==> src/rtl/prsd_pkg.sv <==
package prsd_pkg;

    localparam int LANES = 3;

    typedef enum logic [1:0] {
        PART_LO   = 2'd0,
        PART_HI   = 2'd1,
        PART_WORD = 2'd2,
        PART_FULL = 2'd3
    } part_e;

    function automatic logic [LANES-1:0] part_lanes(part_e p);
        case (p)
            PART_LO:   return 3'b001;
            PART_HI:   return 3'b010;
            PART_WORD: return 3'b011;
            default:   return 3'b111;
        endcase
    endfunction

endpackage

==> src/rtl/prsd_src_check.sv <==
module prsd_src_check
    import prsd_pkg::*;
#(
    parameter int NREG = 8
) (
    input  logic                            en,
    input  logic [$clog2(NREG)-1:0]         idx,
    input  logic [1:0]                      part,
    input  logic [NREG-1:0][LANES-1:0]      live,
    input  logic [NREG-1:0]                 kz,
    output logic                            hit
);

    logic [LANES-1:0] held;
    logic [LANES-1:0] want;

    always_comb begin
        held = live[idx];
        want = part_lanes(part_e'(part));
        // outside the pending lanes, or a sibling byte: must wait
        hit  = en && (held != '0) && !kz[idx] && ((want & ~held) != '0);
    end

endmodule

==> src/rtl/prsd_age.sv <==
module prsd_age #(
    parameter int NREG  = 8,
    parameter int TAG_W = 6,
    parameter int DIST  = 4
) (
    input  logic                        static_mode,
    input  logic [TAG_W-1:0]            slot,
    input  logic [NREG-1:0][TAG_W-1:0]  tags,
    input  logic                        retire_valid,
    input  logic [TAG_W-1:0]            retire_tag,
    output logic [NREG-1:0]             expired,
    output logic [NREG-1:0]             retired
);

    localparam logic [TAG_W-1:0] ONE    = TAG_W'(1);
    localparam logic [TAG_W-1:0] DIST_T = TAG_W'(DIST);

    for (genvar g = 0; g < NREG; g++) begin : g_reg
        logic [TAG_W-1:0] age;
        // slots presented after the tagged write
        assign age        = slot - tags[g] - ONE;
        assign expired[g] = static_mode && (age >= DIST_T);
        assign retired[g] = retire_valid && (retire_tag == tags[g]);
    end

endmodule

==> src/rtl/prsd_top.sv <==
module prsd_top
    import prsd_pkg::*;
#(
    parameter int NREG  = 8,
    parameter int TAG_W = 6,
    parameter int DIST  = 4
) (
    input  logic                    clk,
    input  logic                    rst_n,
    input  logic                    static_mode,
    input  logic                    in_valid,
    input  logic                    dst_en,
    input  logic [$clog2(NREG)-1:0] dst_reg,
    input  logic [1:0]              dst_part,
    input  logic                    zero_idiom,
    input  logic                    src0_en,
    input  logic [$clog2(NREG)-1:0] src0_reg,
    input  logic [1:0]              src0_part,
    input  logic                    src1_en,
    input  logic [$clog2(NREG)-1:0] src1_reg,
    input  logic [1:0]              src1_part,
    input  logic                    retire_valid,
    input  logic [TAG_W-1:0]        retire_tag,
    output logic                    stall,
    output logic [$clog2(NREG)-1:0] stall_reg,
    output logic                    accept,
    output logic [TAG_W-1:0]        issue_tag
);

    localparam int RW   = $clog2(NREG);
    localparam int NSRC = 2;

    typedef struct packed {
        logic [NREG-1:0][LANES-1:0] mask;
        logic [NREG-1:0][TAG_W-1:0] tag;
        logic [NREG-1:0]            kz;
        logic [TAG_W-1:0]           slot;
    } state_t;

    state_t st_d, st_q;

    logic [NREG-1:0]            expired, retired;
    logic [NREG-1:0][LANES-1:0] live;
    logic [NSRC-1:0]            s_en, hit;
    logic [NSRC-1:0][RW-1:0]    s_idx;
    logic [NSRC-1:0][1:0]       s_part;
    logic                       idiom, hazard;

    prsd_age #(.NREG(NREG), .TAG_W(TAG_W), .DIST(DIST)) u_age (
        .static_mode  (static_mode),
        .slot         (st_q.slot),
        .tags         (st_q.tag),
        .retire_valid (retire_valid),
        .retire_tag   (retire_tag),
        .expired      (expired),
        .retired      (retired)
    );

    always_comb begin
        for (int r = 0; r < NREG; r++) begin
            live[r] = expired[r] ? '0 : st_q.mask[r];
        end
    end

    assign s_en   = {src1_en, src0_en};
    assign s_idx  = {src1_reg, src0_reg};
    assign s_part = {src1_part, src0_part};

    for (genvar i = 0; i < NSRC; i++) begin : g_src
        prsd_src_check #(.NREG(NREG)) u_chk (
            .en   (s_en[i]),
            .idx  (s_idx[i]),
            .part (s_part[i]),
            .live (live),
            .kz   (st_q.kz),
            .hit  (hit[i])
        );
    end

    assign idiom     = zero_idiom && dst_en && (part_e'(dst_part) == PART_FULL);
    assign hazard    = (|hit) && !idiom;
    assign stall     = in_valid && hazard;
    assign accept    = in_valid && !hazard;
    assign issue_tag = st_q.slot;

    always_comb begin
        stall_reg = '0;
        for (int i = NSRC - 1; i >= 0; i--) begin
            if (hit[i]) stall_reg = s_idx[i];
        end
        if (!stall) stall_reg = '0;
    end

    always_comb begin
        st_d = st_q;
        for (int r = 0; r < NREG; r++) begin
            if (expired[r] || retired[r]) st_d.mask[r] = '0;
        end
        if (in_valid) st_d.slot = st_q.slot + TAG_W'(1);
        if (accept && dst_en) begin
            case (part_e'(dst_part))
                PART_FULL: begin
                    st_d.mask[dst_reg] = '0;
                    st_d.kz[dst_reg]   = idiom;
                end
                PART_WORD: begin
                    st_d.mask[dst_reg] = st_d.mask[dst_reg] | part_lanes(PART_WORD);
                    st_d.tag[dst_reg]  = st_q.slot;
                    st_d.kz[dst_reg]   = 1'b0;
                end
                default: begin
                    st_d.mask[dst_reg] = st_d.mask[dst_reg] | part_lanes(part_e'(dst_part));
                    st_d.tag[dst_reg]  = st_q.slot;
                end
            endcase
        end
    end

    always_ff @(posedge clk) begin
        if (!rst_n) st_q <= '0;
        else        st_q <= st_d;
    end

endmodule

==> config.mk <==
export PLATFORM = sky130hd
export DESIGN_NAME = prsd_top
export DESIGN_NICKNAME = d
export VERILOG_FILES = /design/src/rtl/prsd_pkg.sv /design/src/rtl/prsd_src_check.sv /design/src/rtl/prsd_age.sv /design/src/rtl/prsd_top.sv
export SDC_FILE = /design/constraint.sdc
export NUM_CORES = 1
export LEC_CHECK = 0
export BUFFER_PORTS_ARGS = -buffer_cell sky130_fd_sc_hd__buf_2
export CORE_MARGIN = 2
export CORE_UTILIZATION = 38
export CTS_CLUSTER_DIAMETER = 100
export DETAILED_ROUTE_END_ITERATION = 7
export PLACE_DENSITY = 0.6
export SLEW_MARGIN = 20
export SYNTH_ARGS = -nofsm -noshare
export SYNTH_HDL_FRONTEND = slang
export SYNTH_HIERARCHICAL = 1
export SYNTH_SLANG_ARGS = --single-unit
==> constraint.sdc <==
create_clock -name clk -period 5 [get_ports clk]
set_clock_uncertainty 0.05 [all_clocks]
set_input_delay 1 -clock clk [delete_from_list [all_inputs] [get_ports clk]]
set_output_delay 1 -clock clk [all_outputs]
set_load 0.005 [all_outputs]
# After elaboration in Yosys (flattened, before gate mapping)
# Cells that the tools add are included.
[classes]
addsub = 17
order_cmp = 12
eq_ne = 15
muxes = 48
n_bitwise = 10
n_reduce_logical = 53
[ops]
columns = ["operator", "count"]
rows = [
  ["two-way mux 80 bit", 1],
  ["two-way mux 3 bit", 25],
  ["bitwise mux 24 bit", 2],
  ["bitwise mux 48 bit", 1],
  ["== test 6 bit", 8],
  ["greater-or-equal comparator 6 x 3 -> 1 bit, second input constant", 8],
  ["two-way mux 48 bit", 1],
  ["case mux 24 bit (2 select lines)", 1],
  ["subtractor 6 x 1 -> 6 bit, second input constant", 8],
  ["subtractor 6 bit", 8],
  ["logical AND 1 bit", 29],
  ["binary-select mux 3 bit (select 3 bit)", 3],
  ["AND 24 bit", 1],
  ["inverter 24 bit", 1],
  ["demux 6 bit (select 3 bit)", 1],
  ["case mux 3 bit (3 select lines)", 2],
  ["case mux 8 bit (2 select lines)", 1],
  ["less-than comparator 3 x 4 -> 1 bit, second input constant", 3],
  ["nonzero test 3 bit", 4],
  ["demux 3 bit (select 3 bit)", 1],
  ["AND 8 bit", 1],
  ["bitwise mux 8 bit", 1],
  ["== test 2 bit, second input constant", 4],
  ["logical OR 1 bit", 8],
  ["other kinds (18)", 32],
]
[word_totals]
ff_bits = 86
out_inout_bits = 11

# Depth between registers and ports, before layout
[depth]
ltp_word = 21
depth_mapped = 22

# Modules after synthesis
# The synthesis kept the hierarchy.
[by_module_without_submodules]
columns = ["mod", "n_inst", "cells_each", "area_per_inst_um2", "seq_area_each_um2"]
rows = [
  ["prsd_top", 1, 504, 4055.1, 1721.7],
  ["prsd_age", 1, 311, 2293.4, 0.0],
  ["prsd_src_check", 2, 21, 306.5, 0.0],
]

# Worst setup path before layout
# Ideal clock, no wire load.
[synth_path]
path_kind = "register to output"
start = "register st_q (netlist bit issue_tag[1])"
end = "output port stall_reg[0]"
arrival_time_ns = 3.738
slack_ns = 0.212
stages_incl_launch_ff = 19
n_path_buf = 2
cell_sequence = "dfxtp_1 > inv_1 > fa_1 > inv_1 > o211ai_1 > o21ai_0 > o311ai_0 > o31a_1 > nor2b_1 > mux4_2 > mux2i_4 > and3_2 > nor4_2 > or2_1 > buf_6 > and2_1 > buf_2 > nand2_1 > nor2_1"
[synth_rtl]
columns = ["item", "line_no", "source"]
rows = [
  ["from (decl)", "prsd_top.sv:40", "state_t st_d, st_q;"],
  ["from (signal assigned)", "prsd_top.sv:121", "else st_q <= st_d;"],
  ["to (decl)", "prsd_top.sv:25", "output logic [$clog2(NREG)-1:0] stall_reg,"],
]

==> run_summary.xml <==
<?xml version="1.0" encoding="UTF-8"?>
<metrics>
  <group name="sta">
    <metric name="period_minus_slack" unit="ns">5.12</metric>
    <metric name="max-slew-margin-rel" unit="">0.479</metric>
    <metric name="report.final.slew_viol_count" unit="">0</metric>
    <metric name="post-route-worst-setup-slack" unit="ns">-0.123</metric>
    <metric name="finalHoldViolations" unit="">0</metric>
    <metric name="tightest_slew" unit="ns">0.777</metric>
    <metric name="setup-violations-final" unit="">4</metric>
    <metric name="unrepaired_setup_endpoints_after_global_routing" unit="">true</metric>
    <metric name="finalCritPeriodShare" unit="">1.02</metric>
    <metric name="fmax" unit="MHz">195</metric>
  </group>
  <group name="finish">
    <metric name="multi_input_comb_area" unit="um^2">5120</metric>
    <metric name="finalInstanceArea" unit="um^2">8490</metric>
    <metric name="layout.cells.most_common" unit="">sky130_fd_sc_hd__a21oi_1</metric>
    <metric name="layout.area.seq" unit="um^2">1750</metric>
    <metric name="final_cell_mix" unit="">sky130_fd_sc_hd__a21oi_1 (82), sky130_fd_sc_hd__dfxtp_1 (76), sky130_fd_sc_hd__nand2_1 (72)</metric>
    <metric name="fin_nets" unit="">993</metric>
    <metric name="flow.area_growth_from_synthesis" unit="%">21.9</metric>
    <metric name="drive_above_1_share" unit="">0.242</metric>
    <metric name="antenna-diode-count" unit="">0</metric>
    <metric name="fillers" unit="">1713</metric>
  </group>
  <group name="worst_setup_path">
    <metric name="worst-endpoint-arrival" unit="ns">4.07</metric>
    <metric name="reg2reg_from" unit="">issue_tag[3]</metric>
    <metric name="cp-startpoint" unit="">issue_tag[3]</metric>
    <metric name="critical_path.max_stage_delay" unit="ns">0.50</metric>
    <metric name="critPathSlowestCell" unit="">sky130_fd_sc_hd__mux4_2</metric>
    <metric name="start_kind" unit="">flop</metric>
    <metric name="timing.critical_path.cells" unit="">buf_12, ha_4, o21a_1, buf_6, nor4_2, a31oi_1, and3_1, o31a_1, nor2b_1, mux4_2, mux2i_4, o311ai_4, nor4_4, buf_4, and2b_2, a22oi_1, nor2_1, buf_2</metric>
    <metric name="worst-endpoint-required" unit="ns">3.95</metric>
    <metric name="crit_fanout" unit="">5</metric>
    <metric name="critPathKind" unit="">reg -&gt; out</metric>
    <metric name="timing.critical_path.to_type" unit="">primary output</metric>
  </group>
  <group name="routing">
    <metric name="route.antenna.remaining_nets" unit="">0</metric>
    <metric name="vias" unit="">6461</metric>
    <metric name="route.detailed.drc" unit="">0</metric>
    <metric name="route.detailed.vias_per_inst" unit="">5.64</metric>
    <metric name="detailedRoute.firstIterationViolations" unit="">573</metric>
    <metric name="postRouteWirelength" unit="um">21700</metric>
    <metric name="drt_pre_antenna_iters" unit="">5</metric>
    <metric name="routed_wirelength_normalized_by_instance_count" unit="um">19.0</metric>
  </group>
  <group name="die">
    <metric name="rows" unit="">49</metric>
    <metric name="die_ar" unit="um^2">19400</metric>
    <metric name="starting_utilization_of_the_core_area" unit="">0.388</metric>
    <metric name="die_h" unit="um">139</metric>
    <metric name="ios" unit="">41</metric>
    <metric name="die_x" unit="um">139</metric>
    <metric name="core_region_area" unit="um^2">18000</metric>
  </group>
  <group name="clocking">
    <metric name="clock_path_buffers" unit="">2</metric>
    <metric name="cts_root_buffer" unit="">sky130_fd_sc_hd__clkbuf_16</metric>
    <metric name="clkSlewWorstSetupHoldPaths" unit="ns">0.06</metric>
    <metric name="cts_hold_repair.buffers" unit="">0</metric>
    <metric name="clock_tree_from_tritoncts" unit="">built</metric>
    <metric name="cts.sinks" unit="">86</metric>
    <metric name="cts_htree_levels" unit="">3</metric>
    <metric name="clk-insertion-delay-late" unit="ns">0.36</metric>
    <metric name="tritoncts.num_buffers" unit="">9</metric>
  </group>
  <group name="pwr">
    <metric name="power.leakage" unit="nW">3.12</metric>
    <metric name="pwr_density_cell" unit="nW/um^2">203</metric>
    <metric name="ir_worst_vdd" unit="mV">0.163</metric>
  </group>
  <group name="run_status">
    <metric name="violations" unit="">setup timing</metric>
    <metric name="status" unit="">finished with violations</metric>
  </group>
  <group name="global_routing">
    <metric name="gr-usage-all-layers" unit="">0.222</metric>
    <metric name="grt.overflow.total" unit="">0</metric>
    <metric name="wire_length_of_the_first_global_routing_pass" unit="um">34200</metric>
    <metric name="antenna_found_initial" unit="">0</metric>
    <metric name="grt_pass1_vias" unit="">6326</metric>
    <metric name="maximum_number_of_pins_on_one_net_before_global_route_repair" unit="">39</metric>
  </group>
  <group name="logic_synthesis">
    <metric name="synth_top_flop_cell" unit="">sky130_fd_sc_hd__dfxtp_1</metric>
    <metric name="postSynth.asyncResetShare" unit="">0</metric>
    <metric name="yosysWarningCount" unit="">6</metric>
    <metric name="post_synth_inst_count" unit="">857</metric>
    <metric name="synth_area" unit="um^2">6960</metric>
    <metric name="netlist-cell-type-count" unit="">69</metric>
    <metric name="post_synth_net_total" unit="">936</metric>
    <metric name="synth_seq_cells" unit="">86</metric>
    <metric name="synth_area_per_cell" unit="um^2">8.12</metric>
    <metric name="yosysSeqAreaShare" unit="">0.247</metric>
    <metric name="synth_enable_flop_cells" unit="">0</metric>
  </group>
  <group name="place">
    <metric name="place_congestion" unit="">0.931</metric>
    <metric name="dpl_worst_slack" unit="ns">0.0591</metric>
    <metric name="place.port_buffers" unit="">40</metric>
    <metric name="dp_hpwl" unit="um">15300</metric>
    <metric name="postPlaceCellArea" unit="um^2">7470</metric>
  </group>
  <group name="hold_path">
    <metric name="worst_min_path_class" unit="">reg -&gt; reg</metric>
  </group>
  <group name="flow_run">
    <metric name="drv_cap" unit="">0</metric>
  </group>
</metrics>
[worst max-delay path, delay by kind of cell (launching register included)]
kind,cells,cell delay [ns]
adder cells (fa/ha/maj),1,0.26
buffers and inverters,4,0.53
flip-flops,1,0.37
AO/OA/AOI/OAI,5,0.87
multiplexers,2,0.76
AND/OR/NAND/NOR,6,0.92
[metal layers]
layer	vias up	global-route usage	routed length [um]
met2	187	0.362	10200
met3	33	0.0337	1170
met5	-	0	0
met4	0	0.0723	475
li1	3141	-	-
met1	3100	0.302	9850
[stage by stage]
step / power, W / instances / hold WS, ns / TNS [ns] / utilization
after floorplan: 0.000915 / 857 / 0.392 / 0 / -
after global placement: 0.00101 / 1104 / 0.419 / 0 / 0.416
after detailed placement: 0.00101 / 1104 / 0.430 / 0 / 0.416
after CTS: 0.00170 / 1135 / 0.438 / -0.377 / 0.451
after global routing: 0.00179 / 1145 / 0.448 / -1.15 / 0.473
final: 0.00172 / 1145 / 0.426 / -0.382 / 0.473
[final timing paths]
| path | to | slack [ns] | cells after the start |
|---|---|---|---|
| max reg2reg | flop | 0.51 | 20 |
| min reg2reg | flop | 0.43 | 2 |
| min | flop | 0.43 | 2 |
| max | stall_reg[0] | -0.12 | 18 |
[cell type report]
class,instances,area share
multi-input combinational,651,0.604
sequential,86,0.206
timing repair buffer,103,0.0959
tap,229,0.0338
clock buffer,11,0.0286
inverter,63,0.0279
clock inverter,2,0.00413
[kinds of logic after synthesis]
kind of cell,synth area share
adder cells (fa/ha/maj),0.0967
flip-flops,0.247
multiplexers,0.0920
XOR/XNOR,0.0917
AO/OA/AOI/OAI,0.165
AND/OR/NAND/NOR,0.233
buffers and inverters,0.0749
[cell usage after synthesis (all sizes together) (16+ instances only)]
cell,instances,share of area
a211oi,17,0.021
a21oi,86,0.062
buf,27,0.025
clkbuf,30,0.016
dfxtp,86,0.25
ha,41,0.074
inv,63,0.034
mux2i,24,0.038
mux4,16,0.054
nand2,74,0.040
nand3,60,0.043
nor2,54,0.029
nor2b,26,0.023
nor3,16,0.013
o21ai,27,0.019
xnor2,36,0.046
xor2,36,0.045
[where the power goes]
part / leakage (nW) / internal, W / switching [W]
Clock: 0.137 / 0.000392 / 0.000277
Combinational: 2.29 / 0.000145 / 0.000211
Sequential: 0.700 / 0.000689 / 0.00000751
Total: 3.12 / 0.00122 / 0.000496
[repair_timing]
| action | CTS | global route |
|---|---|---|
| pin swaps | 15 | 26 |
| gates cloned | 1 | 1 |
| setup buffers | 17 | 9 |
| resized for setup | 49 | 63 |
| setup endpoints to repair | 5 | 5 |
Note: power is estimated with default switching activity, not from simulation.
